`config.mk`:
```
export PLATFORM = sky130hd
export DESIGN_NAME = cfg3w_slave
export DESIGN_NICKNAME = d
export VERILOG_FILES = /design/src/rtl/cfg3w_pkg.sv /design/src/rtl/cfg3w_sync.sv /design/src/rtl/cfg3w_seq.sv /design/src/rtl/cfg3w_shreg.sv /design/src/rtl/cfg3w_slave.sv
export SDC_FILE = /design/constraint.sdc
export NUM_CORES = 1
export LEC_CHECK = 0
export ABC_AREA = 1
export ABC_CLOCK_PERIOD_IN_PS = 2480
export CAP_MARGIN = 20
export CORE_MARGIN = 2
export CORE_UTILIZATION = 51
export CTS_BUF_LIST = sky130_fd_sc_hd__clkbuf_16
export DETAILED_ROUTE_END_ITERATION = 8
export HOLD_SLACK_MARGIN = 0.12
export PLACE_DENSITY_LB_ADDON = 0.1
export SLEW_MARGIN = 20
export SYNTH_ARGS = -nofsm -noshare
export SYNTH_HDL_FRONTEND = slang
export SYNTH_SLANG_ARGS = --single-unit
```
`constraint.sdc`:
```
create_clock -name clk -period 2.48 [get_ports clk]
set_input_delay 0.372 -clock clk [delete_from_list [all_inputs] [get_ports clk]]
set_output_delay 0.372 -clock clk [all_outputs]
set_load 0.1 [all_outputs]
```
`src/rtl/cfg3w_pkg.sv`:
```
package cfg3w_pkg;

    // Sequencer phases of one access.
    typedef enum logic [1:0] {
        ST_CMD  = 2'd0,
        ST_LOAD = 2'd1,
        ST_DATA = 2'd2,
        ST_DONE = 2'd3
    } seq_state_t;

    // Pad-side lines that cross into the system clock domain.
    typedef struct packed {
        logic cs;
        logic sclk;
        logic dio;
    } pad_lines_t;

    // Number of data bits in a frame of the chosen type.
    function automatic int unsigned frame_bits(input logic long_frame,
                                               input int unsigned short_n,
                                               input int unsigned long_n);
        return long_frame ? long_n : short_n;
    endfunction

endpackage

```
`src/rtl/cfg3w_sync.sv`:
```
module cfg3w_sync #(
    parameter int WIDTH  = 3,
    parameter int STAGES = 2
) (
    input  logic             clk,
    input  logic             rst,
    input  logic [WIDTH-1:0] d,
    output logic [WIDTH-1:0] q
);
    // One independent flop chain per line.
    for (genvar i = 0; i < WIDTH; i++) begin : g_line
        logic [STAGES-1:0] chain;
        always_ff @(posedge clk) begin
            if (rst) chain <= '0;
            else     chain <= {chain[STAGES-2:0], d[i]};
        end
        assign q[i] = chain[STAGES-1];
    end
endmodule

```
`src/rtl/cfg3w_seq.sv`:
```
module cfg3w_seq
    import cfg3w_pkg::*;
#(
    parameter int NORM_BITS = 16,
    parameter int EXT_BITS  = 46,
    parameter int EXT_DIV   = 4,
    parameter int CMD_BITS  = 5
) (
    input  logic                        clk,
    input  logic                        rst,
    input  logic                        cs,
    input  logic                        rise,
    input  logic                        dio,
    output logic [CMD_BITS-1:0]         cmd,
    output logic                        cmd_valid,
    output logic                        bit_step,
    output logic                        frame_end,
    output logic                        oe,
    output logic [$clog2(EXT_DIV)-1:0]  sub
);
    localparam int SW = $clog2(EXT_DIV);
    localparam int CW = $clog2(CMD_BITS);
    localparam int BW = $clog2(EXT_BITS + 1);

    seq_state_t    state;
    logic [CW-1:0] ccnt;
    logic [BW-1:0] bcnt;
    logic          is_wr, is_ext, slot_end, last_bit;

    assign is_wr    = cmd[CMD_BITS-1];
    assign is_ext   = cmd[CMD_BITS-2];
    assign slot_end = !is_ext || (sub == SW'(EXT_DIV - 1));
    assign last_bit = (bcnt == BW'(frame_bits(is_ext, NORM_BITS, EXT_BITS) - 1));

    assign cmd_valid = (state == ST_LOAD);
    assign bit_step  = (state == ST_DATA) && rise && (sub == '0);
    assign frame_end = (state == ST_DATA) && rise && slot_end && last_bit;

    always_ff @(posedge clk) begin
        if (rst || !cs) begin
            state <= ST_CMD;
            cmd   <= '0;
            ccnt  <= '0;
            bcnt  <= '0;
            sub   <= '0;
            oe    <= 1'b0;
        end else begin
            case (state)
                ST_CMD: if (rise) begin
                    cmd <= {cmd[CMD_BITS-2:0], dio};
                    if (ccnt == CW'(CMD_BITS - 1)) state <= ST_LOAD;
                    else                           ccnt  <= ccnt + 1'b1;
                end
                ST_LOAD: begin
                    state <= ST_DATA;
                    oe    <= !is_wr;
                end
                ST_DATA: if (rise) begin
                    if (slot_end) begin
                        sub <= '0;
                        if (last_bit) state <= ST_DONE;
                        else          bcnt  <= bcnt + 1'b1;
                    end else begin
                        sub <= sub + 1'b1;
                    end
                end
                default: ;
            endcase
        end
    end
endmodule

```
`src/rtl/cfg3w_shreg.sv`:
```
module cfg3w_shreg #(
    parameter int NORM_BITS = 16,
    parameter int EXT_BITS  = 46
) (
    input  logic                clk,
    input  logic                rst,
    input  logic                clear,
    input  logic                load,
    input  logic                step,
    input  logic                long_frame,
    input  logic                din,
    input  logic [EXT_BITS-1:0] par_in,
    output logic [EXT_BITS-1:0] par_out,
    output logic                dout
);
    logic [EXT_BITS-1:0] sr;

    always_ff @(posedge clk) begin
        if (rst || clear) sr <= '0;
        else if (load)    sr <= par_in;
        else if (step)    sr <= {sr[EXT_BITS-2:0], din};
    end

    assign par_out = sr;
    assign dout    = long_frame ? sr[EXT_BITS-1] : sr[NORM_BITS-1];
endmodule

```
`src/rtl/cfg3w_slave.sv`:
```
module cfg3w_slave
    import cfg3w_pkg::*;
#(
    parameter int NORM_BITS   = 16,
    parameter int EXT_BITS    = 46,
    parameter int EXT_DIV     = 4,
    parameter int CMD_BITS    = 5,
    parameter int SYNC_STAGES = 2
) (
    input  logic                        clk,
    input  logic                        rst,
    input  logic                        csel_in,
    input  logic                        sclk_in,
    input  logic                        sdio_in,
    output logic                        sdio_out,
    output logic                        sdio_oe,
    output logic [CMD_BITS-1:0]         cmd_o,
    output logic                        cmd_valid,
    input  logic [EXT_BITS-1:0]         rd_data,
    output logic [EXT_BITS-1:0]         wr_data,
    output logic                        wr_strobe,
    output logic [$clog2(EXT_DIV)-1:0]  sub_phase
);
    pad_lines_t raw, syn;
    logic       sclk_d, rise;
    logic       bit_step, frame_end, oe_q, strobe_q;

    assign raw = '{cs: csel_in, sclk: sclk_in, dio: sdio_in};

    cfg3w_sync #(.WIDTH($bits(pad_lines_t)), .STAGES(SYNC_STAGES)) sync_i (
        .clk (clk),
        .rst (rst),
        .d   (raw),
        .q   (syn)
    );

    always_ff @(posedge clk) begin
        if (rst) sclk_d <= 1'b0;
        else     sclk_d <= syn.sclk;
    end
    assign rise = syn.sclk && !sclk_d;

    cfg3w_seq #(
        .NORM_BITS(NORM_BITS), .EXT_BITS(EXT_BITS),
        .EXT_DIV(EXT_DIV), .CMD_BITS(CMD_BITS)
    ) seq_i (
        .clk       (clk),
        .rst       (rst),
        .cs        (syn.cs),
        .rise      (rise),
        .dio       (syn.dio),
        .cmd       (cmd_o),
        .cmd_valid (cmd_valid),
        .bit_step  (bit_step),
        .frame_end (frame_end),
        .oe        (oe_q),
        .sub       (sub_phase)
    );

    cfg3w_shreg #(.NORM_BITS(NORM_BITS), .EXT_BITS(EXT_BITS)) shreg_i (
        .clk        (clk),
        .rst        (rst),
        .clear      (!syn.cs),
        .load       (cmd_valid && !cmd_o[CMD_BITS-1]),
        .step       (bit_step),
        .long_frame (cmd_o[CMD_BITS-2]),
        .din        (syn.dio),
        .par_in     (rd_data),
        .par_out    (wr_data),
        .dout       (sdio_out)
    );

    // Strobe is registered so it meets the word after its final shift.
    always_ff @(posedge clk) begin
        if (rst || !syn.cs) strobe_q <= 1'b0;
        else                strobe_q <= frame_end && cmd_o[CMD_BITS-1];
    end

    assign wr_strobe = strobe_q;
    assign sdio_oe   = oe_q;
endmodule

```
==> results of run 1 <==
[cell usage in the layout (no fill, tap or decap), drive strengths merged]
master         synthesis  final
nor4                   1      1
a21oi                 65     65
dfxtp                 73     73
clkdlybuf4s50          0     50
mux2                   1      1
bufinv                 0      1
nand3                 56     56
clkbuf                 8      9
a211oi                 2      2
nand4                  1      1
inv                   29     32
buf                   25     66
o21ai                  8      8
clkinv                 1      4
nor2                  18     18
xor2                   4      4
nand2                214    214
ha                    10     10
[metal layers]
metal / vias to the layer above / wire (um) / global-route usage (%)
met3: 12 / 428 / 3.88
met1: 1659 / 4280 / 29.0
li1: 1826 / - / -
met2: 90 / 4520 / 41.5
met4: 0 / 131 / 8.55
met5: - / 0 / 0
[flip-flops by register name (all words and copies together), names as in the netlist]
name                 flops
shreg_i.par_out         46
seq_i.bcnt               6
sync_i.g_line.chain      6
seq_i.cmd                5
seq_i.ccnt               3
seq_i.state              2
seq_i.sub                2
sclk_d                   1
seq_i.oe                 1
wr_strobe                1
[Yosys cell counts (all sizes together)]
library cell,number,area [sq um]
a211oi,2,15.0
a21oi,65,475
buf,25,183
clkbuf,8,30.0
clkinv,1,5.00
dfxtp,73,1460
ha,10,125
inv,29,109
mux2,1,11.3
nand2,214,863
nand3,56,280
nand4,1,6.26
nor2,18,67.6
nor4,1,6.26
o21ai,8,51.3
xor2,4,35.0
[cells by family after synthesis]
family | count (synthesis)
AOI/OAI and AO/OA | 75
xor gates and xnor gates | 4
adders and majority gates | 10
buffers and inverters | 63
DFF | 73
muxes | 1
and+or+nand+nor | 290
[power by group through the flow]
stage          clock, mW  combinational [mW]  sequential (mW)
2_1_floorplan          0              0.0256             1.21
3_3_place_gp           0               0.113             1.21
3_5_place_dp           0               0.112             1.21
4_1_cts             1.23               0.114             1.18
5_1_grt             1.28               0.121             1.18
6_report            1.21               0.113             1.18
[critical path, cell delays in order (launching register included)]
cell	delay [ns]
dfxtp_1	0.43
ha_2	0.22
buf_4	0.45
buf_12	0.25
[worst min path at each step]
stage / start / end / slack, ns / cells past startpoint
2_1_floorplan: sync_i.g_line[0].chain[0] / sync_i.g_line[0].chain[1] / 0.39 / 2
3_3_place_gp: sync_i.g_line[2].chain[0] / sync_i.g_line[2].chain[1] / 0.39 / 2
3_5_place_dp: sync_i.g_line[1].chain[0] / sync_i.g_line[1].chain[1] / 0.40 / 2
4_1_cts: sync_i.g_line[1].chain[0] / sync_i.g_line[1].chain[1] / 0.41 / 2
5_1_grt: sync_i.g_line[0].chain[0] / sync_i.g_line[0].chain[1] / 0.43 / 2
6_report: sync_i.g_line[1].chain[0] / sync_i.g_line[1].chain[1] / 0.41 / 2
[final cells by class]
cell class / instances / area (sq um) / share of cell area, %
clock buffers: 9 / 225 / 4.55
repair buffers: 116 / 1030 / 20.9
multi-input cells: 380 / 1940 / 39.2
flip-flops and latches: 73 / 1460 / 29.5
inverters: 30 / 114 / 2.30
clock inverters: 7 / 55.1 / 1.11
well taps: 99 / 124 / 2.50
[stage by stage]
step / hold WS (ns) / cell area [sq um]
after floorplan: 0.388 / 3720
after detailed placement: 0.405 / 4670
after global placement: 0.391 / 4670
final: 0.411 / 4950
after CTS: 0.412 / 4950
after global routing: 0.431 / 4950
==> results.sh, run 1 <==
export IMPL_grt_max_degree=48
export IMPL_rsz0062_at_grt="false"
export IMPL_crit_end="cmd_valid"
export IMPL_synthAdderAreaFrac_pct=3.36
export IMPL_synthesis_nets=577
export IMPL_grt_overflow=0
export IMPL_synthMuxAreaShare_pct=0.302
export IMPL_grt_pass1_vias=3320
export IMPL_htreeDepth=3
export IMPL_diodes=0
export IMPL_ant_nets=0
export IMPL_drtPass1Iterations=5
export IMPL_synth_top_family_by_area="simple AND/OR/NAND/NOR gates"
export IMPL_dieArea_sq_um=8000
export IMPL_power_total_mw=2.50
export IMPL_synth_xor_area_share_pct=0.941
export IMPL_min_period_over_period_pct=82.4
export IMPL_postCtsHoldBufs=0
export IMPL_max_slew_margin_pct=63.3
export IMPL_drc_errors=0
export IMPL_syn_area_sq_um=3720
export IMPL_synth_seq_area_share_pct=39.2
export IMPL_power_internal_mw=2.01
export IMPL_vdd_drop_max_mv=0.417
export IMPL_cts_repair_resized=0
export IMPL_synth_compound_area_share_pct=14.5
export IMPL_fin_ws_ns=0.436
export IMPL_comb_power_share_pct=4.5
export IMPL_place_gp_congestion=0.826
export IMPL_crit_reg2reg_launch="seq_i.state[1]"
export IMPL_cts_setup_buffers=0
export IMPL_clk_pin_slew_ns=0.05
export IMPL_regToRegSetupSlack_ns=0.61
export IMPL_setup_viol=0
export IMPL_pre_cts_ws_ns=0.607
export IMPL_yosys_register_bits=73
export IMPL_end_kind="output port"
export IMPL_die_h_um=89.5
export IMPL_clock_sinks=73
export IMPL_layout_cells_non_filler=714
export IMPL_root_buffer="clkbuf_16"
export IMPL_synth_cell_types=26
export IMPL_crit_type="reg -> out"
export IMPL_final_util_pct=69.0
export IMPL_skew_ns=0.00614
export IMPL_start_util_pct=51.9
export IMPL_vias=3587
export IMPL_rr_worst_depth=8
export IMPL_p_leak_nw=2.02
export IMPL_finalWirelength_um=9360
export IMPL_crit_required_ns=2.11
export IMPL_vias_per_cell=5.02
export IMPL_cp_arrival_ns=1.67
export IMPL_synth_avg_cell_area_sq_um=7.22
export IMPL_reg2reg_to="shreg_i.par_out[4]"
export IMPL_first_iter_violations=190
export IMPL_n_fill_cell=642
export IMPL_status="completed"
export IMPL_cp_max_fo=47
export IMPL_coreArea_sq_um=7180
export IMPL_fmax_mhz=489
export IMPL_drive_gt1_share_pct=23.9
export IMPL_grt_total_usage_pct=23.6
export IMPL_cellPowerDensity_nw_per_um2=505
export IMPL_setup_tns_ns=0
export IMPL_grt_pass1_wl_um=15000
export IMPL_drv_cap=0
export IMPL_ys_warn_count=0
export IMPL_cts_buffer_depth=2
export IMPL_hold_viol=0
export IMPL_synthCells=516
export IMPL_wl_per_cell_um=13.1
export IMPL_fp_dieW_um=89.5
export IMPL_tightestPinTransition_ns=0.551
export IMPL_port_buffers=107
export IMPL_layout_min_cycle_time_ns=2.04
export IMPL_clkPwrFrac_pct=48.3
export IMPL_crit_path_start_kind="flip-flop"
export IMPL_placed_cells=698
export IMPL_netSwitchingFraction_pct=19.5
export IMPL_crit_path_start="seq_i.state[0]"
export IMPL_post_dp_hpwl_um=6200
export IMPL_cts_tree="yes"
export IMPL_cts_buffers=9
export IMPL_synth_simple_area_share_pct=32.9
export IMPL_insertion_delay_ns=0.32
export IMPL_antenna_found_initial=0
export IMPL_power_frac_seq_pct=47.2
export IMPL_nets=671
export IMPL_layout_area_overhead_vs_synth_pct=33.0
export IMPL_pin_count=108
export IMPL_placementRows=31
export IMPL_drv_slew=0
export IMPL_switching_power_mw=0.488
export IMPL_hold_path_class="reg -> reg"
Power figures use the tool's default switching activity.
==> run 2: changes to the inputs <==
Settings changed: ABC_CLOCK_PERIOD_IN_PS 2480 to 2000, CORE_UTILIZATION 51 to 48.
Clock period 2.48 ns to 2 ns, I/O delays scaled along.
==> run 2 against run 1 <==
Net effect: die area increased by 6.0%; count of clock-buffer cells in the layout unchanged; worst hold slack got worse by 0.0036 ns; largest cell class unchanged.
==> results.sh, run 2 (same netlist as run 1, synthesis figures left out) <==
export IMPL_tightestPinTransition_ns=0.508
export IMPL_port_buffers=107
export IMPL_hold_viol=0
export IMPL_grt_max_degree=48
export IMPL_end_kind="output port"
export IMPL_pin_count=108
export IMPL_min_period_over_period_pct=92.9
export IMPL_first_iter_violations=162
export IMPL_layout_area_overhead_vs_synth_pct=35.2
export IMPL_dieArea_sq_um=8480
export IMPL_antenna_found_initial=0
export IMPL_rsz0062_at_grt="false"
export IMPL_grt_overflow=0
export IMPL_hold_path_class="reg -> reg"
export IMPL_start_util_pct=49.0
export IMPL_max_slew_margin_pct=66.1
export IMPL_p_leak_nw=2.04
export IMPL_drc_errors=0
export IMPL_post_dp_hpwl_um=5940
export IMPL_cts_buffers=9
export IMPL_multiInputGateArea_sq_um=1940
export IMPL_root_buffer="clkbuf_16"
export IMPL_clk_pin_slew_ns=0.06
export IMPL_final_util_pct=66.2
export IMPL_crit_path_start_kind="flip-flop"
export IMPL_ant_nets=0
export IMPL_layout_min_cycle_time_ns=1.86
export IMPL_coreArea_sq_um=7610
export IMPL_fp_dieW_um=92.1
export IMPL_finalWirelength_um=9110
export IMPL_cts_tree="yes"
export IMPL_cts_buffer_depth=2
export IMPL_drtPass1Iterations=4
export IMPL_clock_sinks=73
export IMPL_setup_viol=0
export IMPL_n_fill_cell=667
export IMPL_fmax_mhz=538
export IMPL_setup_tns_ns=0
export IMPL_place_gp_congestion=0.794
export IMPL_cp_arrival_ns=1.56
export IMPL_drv_cap=0
export IMPL_vias_per_cell=4.88
export IMPL_placementRows=32
export IMPL_insertion_delay_ns=0.32
export IMPL_die_h_um=92.1
export IMPL_vdd_drop_max_mv=0.446
export IMPL_wl_per_cell_um=12.7
export IMPL_mostFrequentLayoutCells="nand2_1 (191), dfxtp_1 (68), buf_4 (59)"
export IMPL_regArea_sq_um=1470
export IMPL_htreeDepth=3
export IMPL_crit_required_ns=1.70
export IMPL_skew_ns=0.00551
export IMPL_pre_cts_ws_ns=0.0840
export IMPL_placed_cells=700
export IMPL_cts_setup_buffers=0
export IMPL_grt_pass1_vias=3328
export IMPL_fin_ws_ns=0.143
export IMPL_largest_reg_flops=46
export IMPL_vias=3493
export IMPL_layout_cells_non_filler=716
export IMPL_grt_total_usage_pct=22.1
export IMPL_diodes=0
export IMPL_grt_pass1_wl_um=15400
export IMPL_cp_max_fo=47
export IMPL_hold_ws_ns=0.408
export IMPL_crit_type="reg -> out"
export IMPL_nets=670
export IMPL_drive_gt1_share_pct=24.9
export IMPL_layout_commonest_cell="nand2_1"
export IMPL_drv_slew=0
export IMPL_cellPowerDensity_nw_per_um2=676
export IMPL_status="completed"
export IMPL_regToRegSetupSlack_ns=0.26
## run 2: cell types whose count changed in the layout (fill, tap and decap cells not counted), sizes merged
cell,before,now
bufinv,1,3
clkinv,4,3
clkinvlp,0,1
buf,66,65
inv,32,30
## run 2: metal layers
metal / GRT usage (%) / part of all wire [%]
met1: 29.1 / 49
met2: 37.0 / 45
met3: 3.45 / 4.9
met4: 7.59 / 1.2
met5: 0 / 0
## run 2: per-stage QoR
| stage | power, mW | instance area (sq um) |
|---|---|---|
| floorplan | 1.53 | 3730 |
| global placement | 1.64 | 4690 |
| detailed placement | 1.64 | 4690 |
| CTS | 3.43 | 5020 |
| global route | 3.50 | 5030 |
| finish | 3.41 | 5030 |
## run 2: area by class of cell
cell class                      instances  area share, %
Clock buffer                            9           4.47
Tap cell                              102           2.53
Inverter                               30           2.31
Timing Repair Buffer                  115           20.8
Sequential cell                        73           29.2
Clock inverter                          7           2.19
Multi-Input combinational cell        380           38.6
## run 2: worst max-delay path, cell delays in order (launching register included)
cell and delay (ns):
dfxtp_1 0.34, inv_1 0.11, ha_2 0.21, buf_6 0.35, buf_12 0.23
## run 2: path summary, 6_finish.rpt
kind / startpoint / to / cells past startpoint
worst min register to register: sync_i.g_line[2].chain[0] / sync_i.g_line[2].chain[1] / 2
worst min-delay path: sync_i.g_line[2].chain[0] / sync_i.g_line[2].chain[1] / 2
worst max register to register: seq_i.state[0] / shreg_i.par_out[18] / 7
worst max-delay path: seq_i.state[1] / cmd_valid / 4
## run 2: repair_timing
action,4_1_cts,5_1_grt
hold endpoints to repair,0,0
gates resized for setup,0,4
hold buffers,0,0
setup endpoints to repair,0,47
## run 2: power by group
part	internal, mW	total (mW)	switching, mW
logic	0.0955	0.143	0.0479
clock network	1.21	1.80	0.592
registers	1.46	1.46	0.00259
total	2.76	3.41	0.642
==> run 3: changes to the inputs <==
Settings changed: MAX_ROUTING_LAYER set to met4, SETUP_SLACK_MARGIN set to 0.2.
==> run 3 against run 2 <==
Net effect: maximum frequency up 13%; wire length up 0.94%; first-iteration DRC count down 5.6%; non-clock buffer count up 5; core utilization up 0.38 points; combinational power about the same; sequential power about the same; power down 3.1%; flip-flop and latch count unchanged; critical path depth up 4; largest cell class unchanged.
==> results.sh, run 3 (same netlist as run 1, synthesis figures left out) <==
export IMPL_status="completed"
export IMPL_dieArea_sq_um=8480
export IMPL_netSwitchingFraction_pct=19.8
export IMPL_grt_max_degree=37
export IMPL_cts_buffers=9
export IMPL_htreeDepth=3
export IMPL_grt_overflow=0
export IMPL_fmax_mhz=609
export IMPL_tightestPinTransition_ns=0.431
export IMPL_cp_slowest_cell="dfxtp_1"
export IMPL_cp_max_fo=21
export IMPL_finalWirelength_um=9190
export IMPL_pin_count=108
export IMPL_layout_commonest_cell="nand2_1"
export IMPL_max_slew_margin_pct=71.2
export IMPL_drc_errors=0
export IMPL_nets=675
export IMPL_setup_tns_ns=0
export IMPL_place_gp_congestion=0.821
export IMPL_layout_cells_non_filler=721
export IMPL_clkPwrFrac_pct=51.3
export IMPL_final_util_pct=66.6
export IMPL_power_total_mw=3.30
export IMPL_port_buffers=107
export IMPL_clock_sinks=73
export IMPL_power_internal_mw=2.65
export IMPL_rsz0062_at_grt="false"
export IMPL_placed_area_sq_um=4720
export IMPL_min_period_over_period_pct=82.1
export IMPL_skew_ns=0.00731
export IMPL_drv_slew=0
export IMPL_largest_reg_flops=46
export IMPL_fp_dieW_um=92.1
export IMPL_final_area_sq_um=5060
export IMPL_max_stage_delay_ns=0.38
export IMPL_layout_min_cycle_time_ns=1.64
export IMPL_crit_path_start_kind="flip-flop"
export IMPL_crit_required_ns=2.26
export IMPL_post_dp_hpwl_um=6340
export IMPL_cts_buffer_depth=2
export IMPL_grt_pass1_wl_um=15300
export IMPL_cp_arrival_ns=1.90
export IMPL_path_cells="inv_1, ha_4, nand2_4, o21ai_4, inv_2, buf_4, nand2_1, a21oi_2"
export IMPL_grt_total_usage_pct=22.8
export IMPL_wl_per_cell_um=12.7
export IMPL_crit_type="reg -> reg"
export IMPL_start_util_pct=49.0
export IMPL_hold_viol=0
export IMPL_comb_power_share_pct=4.3
export IMPL_vias_per_cell=4.93
export IMPL_p_leak_nw=2.04
export IMPL_n_fill_cell=661
export IMPL_die_h_um=92.1
export IMPL_grt_pass1_vias=3277
export IMPL_vias=3557
export IMPL_cts_tree="yes"
export IMPL_layout_area_overhead_vs_synth_pct=35.9
export IMPL_cellPowerDensity_nw_per_um2=652
export IMPL_insertion_delay_ns=0.33
export IMPL_antenna_found_initial=0
export IMPL_ant_nets=0
export IMPL_mostFrequentLayoutCells="nand2_1 (191), dfxtp_1 (68), buf_4 (63)"
export IMPL_placementRows=32
export IMPL_drtPass1Iterations=5
export IMPL_vdd_drop_max_mv=0.422
export IMPL_root_buffer="clkbuf_16"
export IMPL_diodes=0
export IMPL_drive_gt1_share_pct=25.8
export IMPL_hold_path_class="reg -> reg"
export IMPL_setup_viol=0
export IMPL_placed_cells=705
export IMPL_clk_pin_slew_ns=0.06
export IMPL_first_iter_violations=153
export IMPL_drv_cap=0
export IMPL_power_frac_seq_pct=44.3
export IMPL_end_kind="flip-flop"
export IMPL_coreArea_sq_um=7610
export IMPL_switching_power_mw=0.654
[run 3: worst paths after layout]
path | start | endpoint | slack (ns) | cells past startpoint
worst max-delay path | seq_i.state[1] | shreg_i.par_out[35] | 0.36 | 8
worst min-delay path | sync_i.g_line[1].chain[0] | sync_i.g_line[1].chain[1] | 0.40 | 2
worst max register to register | seq_i.state[1] | shreg_i.par_out[35] | 0.36 | 8
worst min register to register | sync_i.g_line[1].chain[0] | sync_i.g_line[1].chain[1] | 0.40 | 2
[run 3: through the flow]
step                      hold slack, ns  worst slack [ns]
after floorplan                    0.388             0.277
after global placement             0.390             0.283
after detailed placement           0.396             0.190
after CTS                          0.405             0.204
after global routing               0.411             0.234
final                              0.402             0.358
[run 3: layout make-up]
cell class                 instances  area [sq um]  area share [%]
clock buffer                       9           225            4.45
clock inverter                     7          93.8            1.85
inverter                          30           114            2.25
multi-input combinational        380          1960            38.6
sequential                        73          1470            29.0
tap                              102           128            2.52
timing repair buffer             120          1080            21.3
[run 3: routing by layer]
| layer | share of wire, % | wire length [um] | GRT usage [%] | up-vias |
|---|---|---|---|---|
| met5 | 0 | 0 | - | - |
| met4 | 0.77 | 71 | 7.34 | 0 |
| met3 | 5.7 | 522 | 4.19 | 7 |
| met2 | 47 | 4340 | 37.4 | 104 |
| met1 | 46 | 4260 | 28.4 | 1605 |
| li1 | - | - | - | 1841 |
[run 3: timing repair]
action,in CTS,in global routing
setup buffers,0,0
hold buffers,0,0
resized for setup,1,4
endpoints found under the setup margin,9,46
[run 3: critical path, delay by kind of cell, from the launching register on]
kind	cells	cell delay [ns]
buf+inv	3	0.42
fa+ha+maj	1	0.24
flops	1	0.38
simple gates	2	0.29
compound gates	2	0.24
[run 3: power by group through the flow]
stage | Sequential [mW] | Combinational [mW] | Clock (mW)
floorplan | 1.50 | 0.0318 | 0
global placement | 1.50 | 0.143 | 0
detailed placement | 1.50 | 0.142 | 0
CTS | 1.46 | 0.144 | 1.72
global route | 1.46 | 0.153 | 1.79
finish | 1.46 | 0.143 | 1.69
